## src/rtl/irq_save_seq.sv

```systemverilog
module irq_save_seq #(
  parameter int DW = 64,
  parameter int INSN_BYTES = 4
) (
  input  logic          clk,
  input  logic          rst_n,
  input  logic          trip_req,
  input  logic          trap_req,
  input  logic [DW-1:0] pc_in,
  input  logic [DW-1:0] insn_in,
  input  logic [DW-1:0] y_in,
  input  logic [DW-1:0] z_in,
  input  logic [DW-1:0] gr255_in,
  input  logic [DW-1:0] rj_in,
  input  logic [DW-1:0] vec_trip,
  input  logic [DW-1:0] vec_trap,
  output logic          gr255_we,
  output logic [DW-1:0] gr255_wdata,
  output logic          pc_load,
  output logic [DW-1:0] pc_new,
  output logic          entry_trap,
  output logic          done,
  output logic [DW-1:0] boot_trip,
  output logic [DW-1:0] boot_trap,
  output logic [DW-1:0] where_trip,
  output logic [DW-1:0] exec_trip,
  output logic [DW-1:0] yop_trip,
  output logic [DW-1:0] zop_trip,
  output logic [DW-1:0] where_trap,
  output logic [DW-1:0] exec_trap,
  output logic [DW-1:0] yop_trap,
  output logic [DW-1:0] zop_trap
);

  localparam logic [DW-1:0] STEP = DW'(INSN_BYTES);

  logic          trip_pend;
  logic          take_trap, take_trip, take_any, trip_want;
  logic [DW-1:0] bk_boot  [2];
  logic [DW-1:0] bk_where [2];
  logic [DW-1:0] bk_exec  [2];
  logic [DW-1:0] bk_y     [2];
  logic [DW-1:0] bk_z     [2];

  assign trip_want = trip_req | trip_pend;
  assign take_trap = trap_req;
  assign take_trip = trip_want & ~trap_req;
  assign take_any  = take_trap | take_trip;

  always_ff @(posedge clk) begin
    if (!rst_n) begin
      trip_pend   <= 1'b0;
      gr255_we    <= 1'b0;
      gr255_wdata <= '0;
      pc_load     <= 1'b0;
      pc_new      <= '0;
      entry_trap  <= 1'b0;
      done        <= 1'b0;
      for (int i = 0; i < 2; i++) begin
        bk_boot[i]  <= '0;
        bk_where[i] <= '0;
        bk_exec[i]  <= '0;
        bk_y[i]     <= '0;
        bk_z[i]     <= '0;
      end
    end else begin
      trip_pend  <= trip_want & ~take_trip;
      gr255_we   <= take_any;
      pc_load    <= take_any;
      entry_trap <= take_trap;
      done       <= pc_load;
      if (take_any) begin
        gr255_wdata                  <= rj_in;
        pc_new                       <= take_trap ? vec_trap : vec_trip;
        bk_boot[int'(take_trap)]  <= gr255_in;
        bk_where[int'(take_trap)] <= pc_in + STEP;
        bk_exec[int'(take_trap)]  <= insn_in;
        bk_y[int'(take_trap)]     <= y_in;
        bk_z[int'(take_trap)]     <= z_in;
      end
    end
  end

  assign boot_trip  = bk_boot[0];
  assign boot_trap  = bk_boot[1];
  assign where_trip = bk_where[0];
  assign where_trap = bk_where[1];
  assign exec_trip  = bk_exec[0];
  assign exec_trap  = bk_exec[1];
  assign yop_trip   = bk_y[0];
  assign yop_trap   = bk_y[1];
  assign zop_trip   = bk_z[0];
  assign zop_trap   = bk_z[1];

  a_r9_done_follows_load: assert property (@(posedge clk) disable iff (!rst_n)
    pc_load |=> done);
  a_r9_done_single: assert property (@(posedge clk) disable iff (!rst_n)
    done |-> $past(pc_load));
  a_r2_gr255_with_load: assert property (@(posedge clk) disable iff (!rst_n)
    gr255_we == pc_load);
  a_r7_trap_vector: assert property (@(posedge clk) disable iff (!rst_n)
    trap_req |=> (pc_load && entry_trap && pc_new == $past(vec_trap)));
  a_r8_trip_deferred: assert property (@(posedge clk) disable iff (!rst_n)
    (trap_req && trip_req) |=> trip_pend);
  a_r10_trap_bank_kept: assert property (@(posedge clk) disable iff (!rst_n)
    !trap_req |=> ($stable(where_trap) && $stable(boot_trap)));
  a_r10_trip_bank_kept: assert property (@(posedge clk) disable iff (!rst_n)
    !trip_want |=> ($stable(where_trip) && $stable(boot_trip)));

endmodule

```

## config.mk

```make
export PLATFORM = sky130hd
export DESIGN_NAME = irq_save_seq
export DESIGN_NICKNAME = d
export VERILOG_FILES = /design/src/rtl/irq_save_seq.sv
export SDC_FILE = /design/constraint.sdc
export NUM_CORES = 1
export LEC_CHECK = 0
export BUFFER_PORTS_ARGS = -buffer_cell sky130_fd_sc_hd__buf_2
export CAP_MARGIN = 15
export CORE_AREA = 4 4 498 500
export CTS_CLUSTER_SIZE = 25
export DETAILED_ROUTE_END_ITERATION = 8
export DIE_AREA = 0 0 502 504
export HOLD_SLACK_MARGIN = 0.06
export REMOVE_ABC_BUFFERS = 1
export SETUP_SLACK_MARGIN = 0.05
export SYNTH_ARGS = -nofsm -noshare
export SYNTH_HDL_FRONTEND = slang
export SYNTH_SLANG_ARGS = --single-unit
```

## constraint.sdc

```tcl
create_clock -name clk -period 27.9 [get_ports clk]
set_clock_uncertainty 0.2 [all_clocks]
set_input_delay 5.58 -clock clk [delete_from_list [all_inputs] [get_ports clk]]
set_output_delay 5.58 -clock clk [all_outputs]
set_load 0.01 [all_outputs]
```

==> results of run 1 <==
cells by family (layout without fill, tap and decap cells):
logic type / count (synthesis) / in the layout / share of synthesized area [%]
other: 0 / 28 / 0
buffers and inverters: 163 / 1483 / 2.09
multiplexers: 64 / 64 / 2.13
AND/OR/NAND/NOR: 956 / 956 / 17.4
XOR/XNOR: 43 / 43 / 1.25
AO/OA/AOI/OAI: 179 / 179 / 4.58
flip-flops: 772 / 772 / 72.5
adder cells (fa/ha/maj): 1 / 1 / 0.0415
power breakdown:
part / internal, mW / leakage (nW) / switching, mW
registers: 1.34 / 7.87 / 0.0311
logic: 0.117 / 10.1 / 0.208
clock network: 0.677 / 1.40 / 0.502
total: 2.13 / 19.4 / 0.741
layout by cell type, fill, tap and decap left out, drive strengths merged, types with 2 or more instances in the layout:
master	netlist	layout
and3	271	271
a21boi	64	64
and2	263	263
nor2	101	101
nand4	28	28
nand2	219	219
xor2	21	21
bufinv	0	9
edfxtp	640	640
and4	9	9
nand4b	6	6
mux2i	64	64
diode	0	28
a21oi	34	34
clkinv	0	29
clkbuf	149	113
clkinvlp	0	4
nor3	7	7
o211a	64	64
dfxtp	132	132
xnor2	22	22
o21ai	16	16
or4	4	4
nand3	17	17
or3	10	10
nor4	13	13
buf	9	1319
inv	5	9
nor4b	2	2
critical path, stage by stage:
cell,delay [ns]
buf_8,0.34
nand2b_4,0.32
or2_2,0.40
buf_4,0.28
nand2_4,0.49
buf_4,0.67
buf_4,0.68
buf_4,0.75
buf_4,0.80
state kept, by name, summed over array words and instances (netlist names):
register / flops
bk_z: 128
bk_boot: 128
trip_pend: 1
entry_trap: 1
pc_new: 64
bk_where: 128
bk_y: 128
bk_exec: 128
gr255_wdata: 64
done: 1
pc_load: 1
per-stage QoR:
stage                     cell area, µm²  std cells  total power, mW
final                              43300       6728             2.87
after global routing               43200       6721             2.98
after CTS                          43200       6700             2.92
after detailed placement           40300       6541             1.72
after global placement             40300       6541             1.72
after floorplan                    29500       2020             1.53
final timing paths:
| check | startpoint | to | slack, ns | depth (start not counted) |
|---|---|---|---|---|
| min reg2reg | gr255_wdata[53] | gr255_wdata[53] | 0.26 | 2 |
| max reg2reg | trip_pend | bk_exec[0][60] | 22.53 | 8 |
| min | gr255_wdata[53] | gr255_wdata[53] | 0.26 | 2 |
| max | rst_n | bk_exec[0][60] | 17.26 | 9 |
cell type report:
cell class              count  area share, %
diodes                     28          0.162
clock buffers             113           5.37
clock inverters            46           1.32
inverters                   5         0.0434
multi-input cells        1243           17.8
flip-flops and latches    772           50.5
well taps                3202           9.26
repair buffers           1319           15.5
layer usage:
metal	vias to the layer above	share of wire (%)	global-route usage, %
li1	10400	-	-
met1	11400	38	11.8
met2	1335	46	16.5
met3	266	11	4.24
met4	26	4.6	5.39
met5	-	0.13	0
==> results.md, run 1 <==
- Average size of a mapped cell: 13.8 µm²
- Core area: approximately 0.24 mm²
- Layout cells sized above 1: a little over two fifths
- CP max FO: a little under 70
- Final WL: around 140 mm
- Register area: 0.0219 mm²
- Clock Latency Late Sink: between 0.6 and 0.7 ns
- CTS tree: done
- Post-synth top flop: edfxtp_1
- IO Port Bufs: around 1300
- Setup crit start kind: input pin
- Post-CTS Setup Bufs: 0
- Worst slew margin: between 20% and 30%
- TritonRoute pass-1 iters: 5
- Synth area leader: edfxtp_1
- EDFF count, synth: 640
- Fin. max-slew vios: 0
- Cells after synthesis: 2178
- Hpwl dp: around 110 mm
- Mapped Area: around 0.030 mm²
- Hold slack: approximately 0.26 ns
- Root buf cell: clkbuf_16
- Min Clock Period, post-route: 10.64 ns
- Initial antenna violation count: between 70 and 80
- Post-layout net count: approximately 3900
- Synth warn: 0
- Area grow syn2layout: 43.5%
- Synth cell count leaders: edfxtp_1, and3_1, and2_1
- Fmax: about 0.094 GHz
- Seq/Total Area, Yosys: 72.5%
- Final WS setup: roughly 17 ns
- Unrepaired setup endpoints after global routing: false
- Count leader, synth: edfxtp_1
- Power per Cell Area: roughly 66 mW/mm²
- Final ANT Viol Nets: 0
- Die Span X: 502 µm
- CTS buffer count: 86
- Clock sink count: approximately 770
- Filler Cells Inserted: ~27000
- FFs w/ async S/R, synth: 0%
- Grt ovf: 0
- Clock Path Buffers: 3
- Distinct cells, synth: 38
- Final setup viols: 0
- Critical path class: in2reg
- Starting Density: approximately 12%
- Worst vdd ir: 55.9 µV
- Post-DR vias/cell: between 3 and 4
- Crit path DAT: 10.74 ns
- Worst min-delay path category: reg2reg
- Die height: ~500 µm
- H-tree depth: 3
- Pre-CTS setup slack: between 15 and 20 ns
- Post-cts sizing count: 0
- Standard-cell rows: around 180
- Global-route wire length before repair: ~180 mm
- Hold_buf cts: 0
- Post-synthesis register bit count: 772
- TNS Setup: 0 ns
- I/O pins: 1288
- Measured slew at the worst slew-check pin: approximately 1.1 ns
- Status: complete, no violations
- DR iter-0 viols: slightly above 2000
- Crit. End Element: flip-flop
- Area of the multi-input gates: ~0.0077 mm²
- Max Cap Viol: 0
- Finished Core Util: between 15 and 20%
- Vias in the first global route: 23100
- Final Hold Vio Count: 0
- Most area-consuming cells after synthesis: edfxtp_1, dfxtp_1, and3_1
- GPL Wtd Cong: just over 0.9
- Largest net degree at the start of global routing: 159
- Final worst path period share: about two fifths
- DRC viols: 0
- Top cell type's share of synthesized area: between 60% and 70%
- Via count: 23500
- CP Data Required Time: 28.00 ns
- LEAKAGE: slightly below 20 nW
- Die footprint: about 0.25 mm²
- Routed WL per cell: between 20 and 25 µm
- Register clock-pin slew on the reported worst setup and hold paths: approximately 0.060 ns
- All-Layer GR Usage: between 10 and 15%
Power figures use the tool's default switching activity.
==> run 2, diff against run 1 <==
clock period = 9.7 ns   (was 27.9 ns; I/O delays follow)
==> results.md, run 2 (synthesized netlist as in run 1, its figures left out) <==
- Area of the multi-input gates: 0.00768 mm² (unchanged)
- Crit-path cells: buf_8, nand2b_4, or2_2, nand2_4, buf_4, buf_12
- Non-filler instance count after layout: 6742 (+0.21%)
- Standard-cell rows: 181 (unchanged)
- Area of placed instances: 0.0403 mm² (about the same)
- Final ANT Viol Nets: 0 (unchanged)
- Measured slew at the worst slew-check pin: 1.15 ns (+0.0922 ns)
- CTS buffer count: 87 (+1.2%)
- Register clock-pin slew on the reported worst setup and hold paths: 0.06 ns (about the same)
- DRC viols: 0 (unchanged)
- Global-route wire length before repair: 187 mm (+1.3%)
- Hold slack: 0.262 ns (+0.00230 ns)
- Largest net degree at the start of global routing: 168 (+5.7%)
- Dpl cells: 6539 (-0.031%)
- Critical path class: in2reg
- Layout cells sized above 1: 41.5% (-0.17 points)
- Core area: 0.243 mm² (unchanged)
- Setup crit start kind: input pin
- Clk pwr share: 40.4% (-0.6 points)
- Final Cell Area: 0.0432 mm² (about the same)
- Area grow syn2layout: 43.5% (about the same)
- Max Cap Viol: 0 (unchanged)
- Fmax: approximately 0.19 GHz
- Die footprint: 0.253 mm² (unchanged)
- TNS Setup: 0 ns (unchanged)
- Unrepaired setup endpoints after global routing: false
- Worst Path Buf+Inv: 3 (-3)
- Final worst path period share: between 50% and 60%
- IO Port Bufs: 1287 (unchanged)
- NetSw: 2.17 mW (+190%)
- CP max-delay cell: nand2_4
- All-Layer GR Usage: 10.4% (+0.13 points)
- CP max FO: 139 (+100%)
- Vias in the first global route: 23400 (+1.4%)
- CTS tree: done
- Min Clock Period, post-route: approximately 5.1 ns
- Final Hold Vio Count: 0 (unchanged)
- CP Data Required Time: 9.81 ns (-18.19 ns)
- Delay-heaviest family, CP: simple AND/OR/NAND/NOR gates
- Most frequent cells in the layout: buf_2, edfxtp_1, and3_1, and2_1, nand2_1
- Crit path DAT: 5.25 ns (-5.49 ns)
- Starting Density: 12.4% (unchanged)
- Die height: 504 µm (unchanged)
- Fin. max-slew vios: 0 (unchanged)
- Root buf cell: clkbuf_16
- Clock Latency Late Sink: 0.72 ns (+0.04 ns)
- Die Span X: 502 µm (unchanged)
- Power per Cell Area: 189 mW/mm² (+180%)
- Post-CTS Setup Bufs: 0 (unchanged)
- Clock sink count: 772 (unchanged)
- Status: complete, no violations
- Sw Ratio: 26.5% (+0.72 points)
- Filler Cells Inserted: 26700 (-0.24%)
- DR iter-0 viols: 2126 (+3.9%)
- Hold_buf cts: 0 (unchanged)
- Clock Path Buffers: 3 (unchanged)
- H-tree depth: 3 (unchanged)
- Crit. End Element: flip-flop
- Register area: 0.0219 mm² (unchanged)
- Via count: 23800 (+1.1%)
- Final setup viols: 0 (unchanged)
- Routed WL per cell: 20.8 µm (+1.2%)
- Post-cts sizing count: 0 (unchanged)
- Max incr delay on CP: 0.67 ns (-0.13 ns)
- Comb power frac: 11.5% (+0.2 points)
- Worst vdd ir: 128 µV (+130%)
- Initial antenna violation count: 76 (-2.6%)
- Overall power: 8.18 mW (+180%)
- Post-layout net count: 3943 (-0.025%)
- Worst min-delay path category: reg2reg
- Share of power burned in registers: 48.2% (+0.5 points)
- TritonRoute pass-1 iters: 6 (+1)
- R2R setup slack: 5.80 ns (-16.73 ns)
- Hpwl dp: 110 mm (+0.85%)
- Pint: 6.02 mW (+180%)
- Grt ovf: 0 (unchanged)
- I/O pins: 1288 (unchanged)
- Worst slew margin: 23.5% (-6.1 points)
- Post-DR vias/cell: 3.52 (+0.90%)
- Commonest non-fill, non-tap cell in the layout: buf_2
- GPL Wtd Cong: 0.909 (-0.89%)
- Final WL: 140 mm (+1.4%)
- LEAKAGE: 19.3 nW (-0.20%)
==> run 2: cell types whose count changed in the layout (fill, tap and decap cells not counted), moves of 2 or more <==
cell	change
diode_2	+14
clkinv_2	-3
clkinv_16	+3
clkbuf_8	-2
clkinv_1	+7
inv_16	-2
inv_6	+3
buf_12	+2
buf_4	-4
bufinv_16	-5
==> run 2: final timing paths <==
kind	start	to	cells after the start
worst max-delay path	trap_req	bk_y[0][47]	6
worst min-delay path	gr255_wdata[12]	gr255_wdata[12]	2
worst max register to register	trip_pend	bk_y[0][47]	5
worst min register to register	gr255_wdata[12]	gr255_wdata[12]	2
==> run 2: layer usage <==
| metal | track usage (%) | routed length (µm) |
|---|---|---|
| met1 | 11.6 | 51300 |
| met2 | 16.9 | 65200 |
| met3 | 4.60 | 17300 |
| met4 | 5.13 | 6290 |
| met5 | 0 | 226 |
==> run 2: power by group through the flow <==
stage                     Sequential [mW]  Clock [mW]  Combinational [mW]
after global routing                 3.96        3.54                1.01
after floorplan                      4.18           0               0.214
final                                3.94        3.30               0.937
after global placement               4.01           0               0.947
after CTS                            3.95        3.42               0.954
after detailed placement             4.01           0               0.952
==> run 2: worst reg2reg max path: cells and delay by family (launching register included) <==
| kind | cells | cell delay [ns] |
|---|---|---|
| AND/OR/NAND/NOR | 3 | 1.32 |
| buffers and inverters | 2 | 1.02 |
| flip-flops | 1 | 0.49 |
==> run 2: final cells by class <==
cell class                 count  share of cell area, %
antenna                       42                  0.243
multi-input combinational   1243                   17.8
inverter                       5                 0.0434
sequential                   772                   50.6
clock buffer                 111                   5.36
tap                         3202                   9.27
timing repair buffer        1317                   15.6
clock inverter                50                   1.19
==> run 2: metrics by stage <==
| step | util [%] | worst slack (ns) |
|---|---|---|
| 6_report | 17.8 | 4.56 |
| 5_1_grt | 17.8 | 4.58 |
| 4_1_cts | 17.8 | 4.75 |
| 3_5_place_dp | 16.6 | 3.92 |
| 3_3_place_gp | 16.6 | 3.96 |
| 2_1_floorplan | - | -14.15 |
